$ cat src/rtl/sop_pkg.sv
package sop_pkg;
    localparam int DW  = 16;
    localparam int OPW = 12;

    typedef enum logic [2:0] {
        ST_IDLE, ST_RD_TOP, ST_RD_NXT, ST_RD_REF, ST_EXEC, ST_WR1, ST_WR2, ST_DONE
    } st_e;

    // Result of one operator: up to two writes plus stack/PC updates
    typedef struct packed {
        logic          w1_en;     // write to SP+2 slot, or to referenced word
        logic          w1_ref;    // 1: address is base + word at SP+2
        logic [DW-1:0] w1_data;
        logic          w2_en;     // write to SP slot
        logic [DW-1:0] w2_data;
        logic [1:0]    pop_words; // SP grows by 2*pop_words
        logic          pc_ld;
        logic [DW-1:0] pc_val;
        logic          div_zero;
    } exec_t;

    function automatic logic [DW-1:0] flag_word(input logic c);
        return {{(DW-1){1'b0}}, c};
    endfunction
endpackage

$ cat src/rtl/sop_decode.sv
module sop_decode
    import sop_pkg::*;
(
    input  logic [OPW-1:0] op,
    output logic           supported,
    output logic [1:0]     need_words
);
    always_comb begin
        supported  = 1'b1;
        need_words = 2'd2;
        casez (op)
            12'h000, 12'h001, 12'h002, 12'h003, 12'h005, 12'h006, 12'h007,
            12'h008, 12'h009, 12'h00A, 12'h00B, 12'h00C, 12'h00D,
            12'h00E, 12'h00F, 12'h015, 12'h017, 12'h018, 12'h033:
                need_words = 2'd2;
            12'h004, 12'h010, 12'h011, 12'h012, 12'h013, 12'h014, 12'h016,
            12'h01A, 12'h01B, 12'h04?, 12'h05?, 12'h06?:
                need_words = 2'd1;
            default: begin
                supported  = 1'b0;
                need_words = 2'd0;
            end
        endcase
    end
endmodule

$ cat src/rtl/sop_alu.sv
module sop_alu
    import sop_pkg::*;
(
    input  logic [OPW-1:0] op,
    input  logic [DW-1:0]  top,   // word at SP (B)
    input  logic [DW-1:0]  nxt,   // word at SP+2 (A)
    input  logic [DW-1:0]  mval,  // word at base + top
    input  logic [DW-1:0]  pc,
    output exec_t          res
);
    logic signed [DW-1:0] sa, sb, sdiv, quo, rem;
    logic [3:0] cnt;

    always_comb begin
        sa   = $signed(nxt);
        sb   = $signed(top);
        sdiv = (top == '0) ? DW'(1) : sb;
        quo  = sa / sdiv;
        rem  = sa % sdiv;
        cnt  = op[3:0];

        res           = '0;
        res.pc_val    = pc;
        res.w1_en     = 1'b1;
        res.pop_words = 2'd1;
        casez (op)
            12'h000: res.w1_data = nxt + top;
            12'h001: res.w1_data = nxt - top;
            12'h002: res.w1_data = nxt * top;
            12'h003: begin res.w1_data = quo; res.div_zero = (top == '0); end
            12'h018: begin res.w1_data = rem; res.div_zero = (top == '0); end
            12'h005: res.w1_data = nxt & top;
            12'h006: res.w1_data = nxt | top;
            12'h007: res.w1_data = nxt ^ top;
            12'h008: res.w1_data = flag_word(nxt == top);
            12'h009: res.w1_data = flag_word(nxt != top);
            12'h00A: res.w1_data = flag_word(sa <  sb);
            12'h00B: res.w1_data = flag_word(sa <= sb);
            12'h00C: res.w1_data = flag_word(sa >  sb);
            12'h00D: res.w1_data = flag_word(sa >= sb);
            12'h00E, 12'h00F: begin
                res.w1_en     = 1'b0;
                res.pop_words = 2'd2;
                res.pc_ld     = (nxt[0] == ~op[0]);
                res.pc_val    = res.pc_ld ? top : pc;
            end
            12'h010: begin res.w1_en = 1'b0; res.pc_ld = 1'b1; res.pc_val = top; end
            12'h011: begin
                res.w1_en = 1'b0; res.pop_words = 2'd0;
                res.pc_ld = 1'b1; res.pc_val = top;
                res.w2_en = 1'b1; res.w2_data = pc;
            end
            12'h015, 12'h017: begin
                res.w1_ref = 1'b1; res.w1_data = top; res.pop_words = 2'd2;
            end
            12'h033: begin
                res.w1_data = top; res.pop_words = 2'd0;
                res.w2_en = 1'b1; res.w2_data = nxt;
            end
            default: begin
                // in-place single-operand operators
                res.w1_en     = 1'b0;
                res.pop_words = 2'd0;
                res.w2_en     = 1'b1;
                casez (op)
                    12'h004: res.w2_data = ~top;
                    12'h012: res.w2_data = -top;
                    12'h013: res.w2_data = sb[DW-1] ? -top : top;
                    12'h014, 12'h016: res.w2_data = mval;
                    12'h01A: res.w2_data = top + 1'b1;
                    12'h01B: res.w2_data = top - 1'b1;
                    12'h04?: res.w2_data = top << cnt;
                    12'h05?: res.w2_data = top >> cnt;
                    12'h06?: res.w2_data = $unsigned(sb >>> cnt);
                    default: res.w2_en = 1'b0;
                endcase
            end
        endcase
    end
endmodule

$ cat src/rtl/stack_op_unit.sv
module stack_op_unit
    import sop_pkg::*;
(
    input  logic           clk,
    input  logic           rst,
    input  logic           start,
    input  logic [OPW-1:0] subop,
    input  logic [DW-1:0]  sp_in,
    input  logic [DW-1:0]  ra_in,
    input  logic [DW-1:0]  pc_in,
    input  logic [DW-1:0]  fl_in,
    output logic [DW-1:0]  mem_addr,
    output logic           mem_we,
    output logic [DW-1:0]  mem_wdata,
    input  logic [DW-1:0]  mem_rdata,
    output logic           done,
    output logic [DW-1:0]  sp_out,
    output logic [DW-1:0]  pc_out,
    output logic           fault_unsup,
    output logic           fault_underflow,
    output logic           fault_divzero
);
    localparam logic [DW-1:0] WORD_BYTES = DW'(2);

    st_e            st;
    logic [OPW-1:0] op_l;
    logic [DW-1:0]  sp_l, ra_l, sp_q, pc_q, top_q, nxt_q;
    exec_t          res_q, alu_res;
    logic           dec_sup, short_stack;
    logic [1:0]     dec_need;

    sop_decode u_dec (.op(subop), .supported(dec_sup), .need_words(dec_need));

    sop_alu u_alu (
        .op(op_l), .top(top_q), .nxt(nxt_q), .mval(mem_rdata), .pc(pc_q), .res(alu_res)
    );

    assign short_stack = ({1'b0, sp_in} + {{(DW-2){1'b0}}, dec_need, 1'b0}) > {1'b0, fl_in};

    always_ff @(posedge clk) begin
        if (rst) begin
            st <= ST_IDLE;
            op_l <= '0; sp_l <= '0; ra_l <= '0; sp_q <= '0; pc_q <= '0;
            top_q <= '0; nxt_q <= '0; res_q <= '0;
            fault_unsup <= 1'b0; fault_underflow <= 1'b0; fault_divzero <= 1'b0;
        end else begin
            case (st)
                ST_IDLE: if (start) begin
                    op_l <= subop;
                    sp_l <= sp_in;
                    sp_q <= sp_in;
                    ra_l <= ra_in;
                    pc_q <= pc_in;
                    fault_unsup     <= !dec_sup;
                    fault_underflow <= dec_sup && short_stack;
                    fault_divzero   <= 1'b0;
                    st <= (!dec_sup || short_stack) ? ST_DONE : ST_RD_TOP;
                end
                ST_RD_TOP: st <= ST_RD_NXT;
                ST_RD_NXT: begin top_q <= mem_rdata; st <= ST_RD_REF; end
                ST_RD_REF: begin nxt_q <= mem_rdata; st <= ST_EXEC; end
                ST_EXEC: begin
                    res_q <= alu_res;
                    if (alu_res.div_zero) begin
                        fault_divzero <= 1'b1;
                        st <= ST_DONE;
                    end else begin
                        sp_q <= sp_l + {{(DW-3){1'b0}}, alu_res.pop_words, 1'b0};
                        if (alu_res.pc_ld) pc_q <= alu_res.pc_val;
                        st <= ST_WR1;
                    end
                end
                ST_WR1:  st <= ST_WR2;
                ST_WR2:  st <= ST_DONE;
                default: st <= ST_IDLE;
            endcase
        end
    end

    always_comb begin
        mem_addr  = '0;
        mem_we    = 1'b0;
        mem_wdata = '0;
        case (st)
            ST_RD_TOP: mem_addr = ra_l + sp_l;
            ST_RD_NXT: mem_addr = ra_l + sp_l + WORD_BYTES;
            ST_RD_REF: mem_addr = ra_l + top_q;
            ST_WR1: begin
                mem_addr  = res_q.w1_ref ? (ra_l + nxt_q) : (ra_l + sp_l + WORD_BYTES);
                mem_we    = res_q.w1_en;
                mem_wdata = res_q.w1_data;
            end
            ST_WR2: begin
                mem_addr  = ra_l + sp_l;
                mem_we    = res_q.w2_en;
                mem_wdata = res_q.w2_data;
            end
            default: ;
        endcase
    end

    assign done   = (st == ST_DONE);
    assign sp_out = sp_q;
    assign pc_out = pc_q;

    // completion is a single-cycle pulse
    a_r1_done_pulse: assert property (@(posedge clk) disable iff (rst)
        done |=> !done);

    // no memory write while a fault is pending
    a_r10_no_write_on_fault: assert property (@(posedge clk) disable iff (rst)
        mem_we |-> !(fault_unsup || fault_underflow || fault_divzero));

    // at most one fault flag per operation
    a_r12_single_fault: assert property (@(posedge clk) disable iff (rst)
        done |-> $onehot0({fault_unsup, fault_underflow, fault_divzero}));

    // conditional jumps always release two words
    a_r5_cond_pops_two: assert property (@(posedge clk) disable iff (rst)
        (done && !fault_underflow && (op_l == 12'h00E || op_l == 12'h00F))
            |-> (sp_out == sp_l + 16'd4));
endmodule

$ cat config.mk
export PLATFORM = sky130hd
export DESIGN_NAME = stack_op_unit
export DESIGN_NICKNAME = d
export VERILOG_FILES = /design/src/rtl/sop_pkg.sv /design/src/rtl/sop_decode.sv /design/src/rtl/sop_alu.sv /design/src/rtl/stack_op_unit.sv
export SDC_FILE = /design/constraint.sdc
export NUM_CORES = 2
export LEC_CHECK = 0
export BUFFER_PORTS_ARGS = -buffer_cell sky130_fd_sc_hd__buf_2
export CAP_MARGIN = 30
export CORE_MARGIN = 1
export CORE_UTILIZATION = 50
export CTS_BUF_LIST = sky130_fd_sc_hd__clkbuf_8
export DETAILED_ROUTE_END_ITERATION = 8
export PLACE_DENSITY = 0.71
export SYNTH_ARGS = -nofsm -noshare
export SYNTH_HDL_FRONTEND = slang
export SYNTH_SLANG_ARGS = --single-unit
export TNS_END_PERCENT = 10
$ cat constraint.sdc
create_clock -name clk -period 46.3 [get_ports clk]
set_clock_uncertainty 0.2 [all_clocks]
set_input_delay 4.63 -clock clk [delete_from_list [all_inputs] [get_ports clk]]
set_output_delay 4.63 -clock clk [all_outputs]
set_load 0.01 [all_outputs]
==> run summary <==
### Status
* result of the run: finished clean

### Die
* area of the die: 0.0570 mm^2
* Chip Width: 239 um
* total number of placement rows: 86
* Die Span Y: 239 um
* effective utilization at floorplan: 0.508
* Core Box Area: 0.0552 mm^2
* num ports: 164

### Placement
* Placed Instances: 4778
* final weighted congestion of routability-driven global placement: 1.04
* # port buffers: 163
* Post-Place Cell Area: 0.0297 mm^2
* DPL Wire Length: 90800 um

### Worst setup path
* r2r endpoint: res_q[52]
* slowest stage cell on the critical path: sky130_fd_sc_hd__nor4_2
* data required time of the critical path: 46.52 ns
* crit-path most repeated cell: sky130_fd_sc_hd__ha_1
* Critical Path Sink Type: register
* Crit path largest cell delay: 0.83 ns
* type of the worst setup path: reg2reg
* Worst R2R Path Depth: 142
* critical path arrival: 40.39 ns
* R2R Path Start: top_q[7]
* reg2reg setup slack: 6.13 ns
* top fanout value on the critical path: 31
* launching element type of the critical path: register

### Global routing
* routing layer with the top usage in global route: met2
* total congestion overflow: 0
* global-route wire length before repair: 179000 um
* vias in the first global route: 29282
* largest net degree at the start of global routing: 79
* total global routing track utilization: 0.409
* met3 GRT Util: 0.0943
* GR Util met2: 0.611
* met1 routing resource usage after global routing: 0.550
* initial antenna violation count: 5

### Yosys
* fraction of synthesis flops using an asynchronous set or reset pin: 0
* summed instance area of the synthesized netlist: 0.0280 mm^2
* Avg Synthesized Cell Area: 7.03 um^2
* sequential fraction of the synthesis area: 0.106
* total of warnings raised by yosys: 0
* number of nets produced by synthesis: 4491
* number of unique standard cell types used by synthesis: 99
* Post-Synthesis Cells: 3987
* Primary FF master, synth: sky130_fd_sc_hd__dfxtp_1
* flops & latches, synth: 149
* number of enable flip-flop cells after synthesis: 0

### Hold path
* classification of the worst-slack hold path: reg2reg
* WHS Endpoint: op_l[8]
* critical hold path startpoint: op_l[8]
* number of cells traversed by the worst hold path: 2

### Route
* iteration count of the initial detailed-routing pass: 9
* antenna-violating nets left: 0
* total via count in the routed design: 31714
* routed wire length: 120000 um
* post-route DRC violation count: 0
* number of vias per cell after detailed routing: 6.59
* First DRT Iteration DRCs: 4329
* Avg WL per Cell: 24.9 um

### Clock network
* clock input transition at the sequential cells of the worst setup and hold paths: 0.11 ns
* clock network latency to the later pin of the worst-skew pair: 0.48 ns
* CTS Hold Buffers Added: 0
* total clock sinks: 149
* CTS root buffer: sky130_fd_sc_hd__clkbuf_8
* setup repair bufs after CTS: 0
* cells resized by post-CTS repair: 0
* depth of the CTS H-tree: 4
* buffers from clock root to sink, at most: 2
* clock tree from TritonCTS: done
* Num CTS Buffers: 17

### STA
* Final Max Tran Viols: 0
* Worst-Margin Slew: 1.16 ns
* Setup violations, final: 0
* WHS: 0.262 ns
* worst max-slew margin expressed relative to the limit: 0.209
* unrepaired setup endpoints after global routing: no
* final total negative setup slack: 0 ns
* highest clock frequency the design can meet: 24.9 MHz
* Hold Vio Cnt, Final: 0
* minimum clock period after layout: 40.17 ns
* post-route fraction of the period consumed by the critical path: 0.868

### Finish
* layout cell share with drive strength beyond 1: 0.0896
* nets@finish: 4555
* area growth from synthesis to layout: 7.56%
* final non-filler cell area: 0.0302 mm^2
* final non-filler cell total: 4813

### Flow run
* max cap viols: 0

-- metal layers --
metal / share of wire / routed length, um / vias to the layer above
met2: 0.42 / 49900 / 2050
met1: 0.40 / 48500 / 14747
li1: - / - / 14484
met5: 0.00025 / 30 / -
met3: 0.12 / 14500 / 427
met4: 0.058 / 6910 / 6
-- cell usage in the layout, fill, tap and decap left out, drive strengths merged, types with 14 or more instances in the layout --
master / instances
a211oi: 71
a21boi: 15
a21o: 62
a21oi: 379
a221oi: 28
a22o: 22
a22oi: 34
a31oi: 26
and2: 21
and3: 33
buf: 250
clkbuf: 18
clkinv: 16
dfxtp: 149
fa: 89
ha: 320
inv: 258
mux2: 14
mux2i: 40
nand2: 497
nand2b: 29
nand3: 77
nand4: 30
nor2: 426
nor2b: 37
nor3: 133
nor4: 29
o211ai: 51
o21a: 64
o21ai: 221
o21bai: 30
o221ai: 14
o22ai: 29
o31ai: 24
or2: 15
or3: 25
xnor2: 182
xor2: 84
-- final cells by class --
class                           instances  area (um^2)
Antenna cell                            1         2.50
Clock buffer                           17          234
Clock inverter                         15          183
Fill cell                            5576        25000
Inverter                              260          976
Multi-Input combinational cell       3372        23300
Sequential cell                       149         2990
Tap cell                              748          936
Timing Repair Buffer                  251         1510
-- worst max-delay path by stage --
| stage | depth (start not counted) | slack, ns | from | endpoint |
|---|---|---|---|---|
| detailed placement | 143 | 7.42 | top_q[7] | res_q[52] |
| finish | 142 | 6.13 | top_q[7] | res_q[52] |
| global route | 144 | 3.47 | top_q[7] | res_q[52] |
| floorplan | 153 | 12.58 | top_q[1] | res_q[49] |
| global placement | 140 | 8.05 | top_q[7] | res_q[52] |
| CTS | 142 | 7.26 | top_q[7] | res_q[52] |
-- through the flow --
step | setup WS [ns] | util
detailed placement | 7.42 | 0.539
CTS | 7.26 | 0.546
floorplan | 12.58 | -
global route | 3.47 | 0.546
finish | 6.13 | 0.546
global placement | 8.05 | 0.537
-- critical path: cells and delay by family (launching register included) --
family                     cells  cell delay, ns
AOI/OAI and AO/OA             68           18.29
adders and majority gates     16            5.24
xor gates and xnor gates       1            0.36
muxes                          2            0.72
DFF                            1            0.31
buffers and inverters         12            2.45
and+or+nand+nor               43           12.37
-- synth_stat cells (14+ instances only) --
library cell / number / area (um^2)
sky130_fd_sc_hd__a22o_1: 22 / 193
sky130_fd_sc_hd__o21bai_1: 30 / 225
sky130_fd_sc_hd__ha_1: 320 / 4000
sky130_fd_sc_hd__o22ai_1: 29 / 181
sky130_fd_sc_hd__a21oi_1: 379 / 1900
sky130_fd_sc_hd__a21o_1: 62 / 465
sky130_fd_sc_hd__nor3_1: 132 / 661
sky130_fd_sc_hd__xnor2_1: 182 / 1590
sky130_fd_sc_hd__a211oi_1: 71 / 533
sky130_fd_sc_hd__o31ai_1: 24 / 180
sky130_fd_sc_hd__fa_1: 89 / 1780
sky130_fd_sc_hd__nor4_1: 25 / 156
sky130_fd_sc_hd__nand3_1: 76 / 380
sky130_fd_sc_hd__clkbuf_1: 152 / 571
sky130_fd_sc_hd__a31oi_1: 26 / 163
sky130_fd_sc_hd__o21ai_0: 215 / 1080
sky130_fd_sc_hd__mux2i_1: 40 / 400
sky130_fd_sc_hd__o21a_1: 64 / 480
sky130_fd_sc_hd__dfxtp_1: 149 / 2980
sky130_fd_sc_hd__a221oi_1: 28 / 245
sky130_fd_sc_hd__and3_1: 33 / 206
sky130_fd_sc_hd__a22oi_1: 34 / 255
sky130_fd_sc_hd__mux2_2: 14 / 158
sky130_fd_sc_hd__nand4_1: 29 / 181
sky130_fd_sc_hd__nand2_1: 496 / 1860
sky130_fd_sc_hd__nand2b_1: 29 / 181
sky130_fd_sc_hd__xor2_1: 84 / 736
sky130_fd_sc_hd__or2_2: 15 / 93.8
sky130_fd_sc_hd__or3_1: 25 / 156
sky130_fd_sc_hd__o211ai_1: 51 / 383
sky130_fd_sc_hd__nor2_1: 425 / 1600
sky130_fd_sc_hd__buf_1: 42 / 158
sky130_fd_sc_hd__nor2b_1: 37 / 231
sky130_fd_sc_hd__and2_1: 21 / 131
sky130_fd_sc_hd__o221ai_1: 14 / 123
sky130_fd_sc_hd__a21boi_0: 15 / 113
sky130_fd_sc_hd__inv_1: 245 / 920
-- kinds of logic (layout without fill, tap and decap cells) --
logic type,after synthesis,in the layout,synth area share
XOR/XNOR,266,266,0.0831
AND/OR/NAND/NOR,1403,1403,0.228
flip-flops,149,149,0.106
AO/OA/AOI/OAI,1236,1236,0.290
adder cells (fa/ha/maj),409,409,0.206
buffers and inverters,466,543,0.0634
other,0,1,0
multiplexers,58,58,0.0231
-- registers in the layout (all words and copies together) (netlist names) --
name	flops
nxt_q	16
ra_l	16
sp_l	16
st	3
fault_divzero	1
fault_unsup	1
res_q	35
sp_out	16
fault_underflow	1
top_q	16
op_l	12
pc_out	16
Power is left out: the tool's default activity adds up to more than one toggle a clock period on the data nets, which glitch-free logic cannot reach.
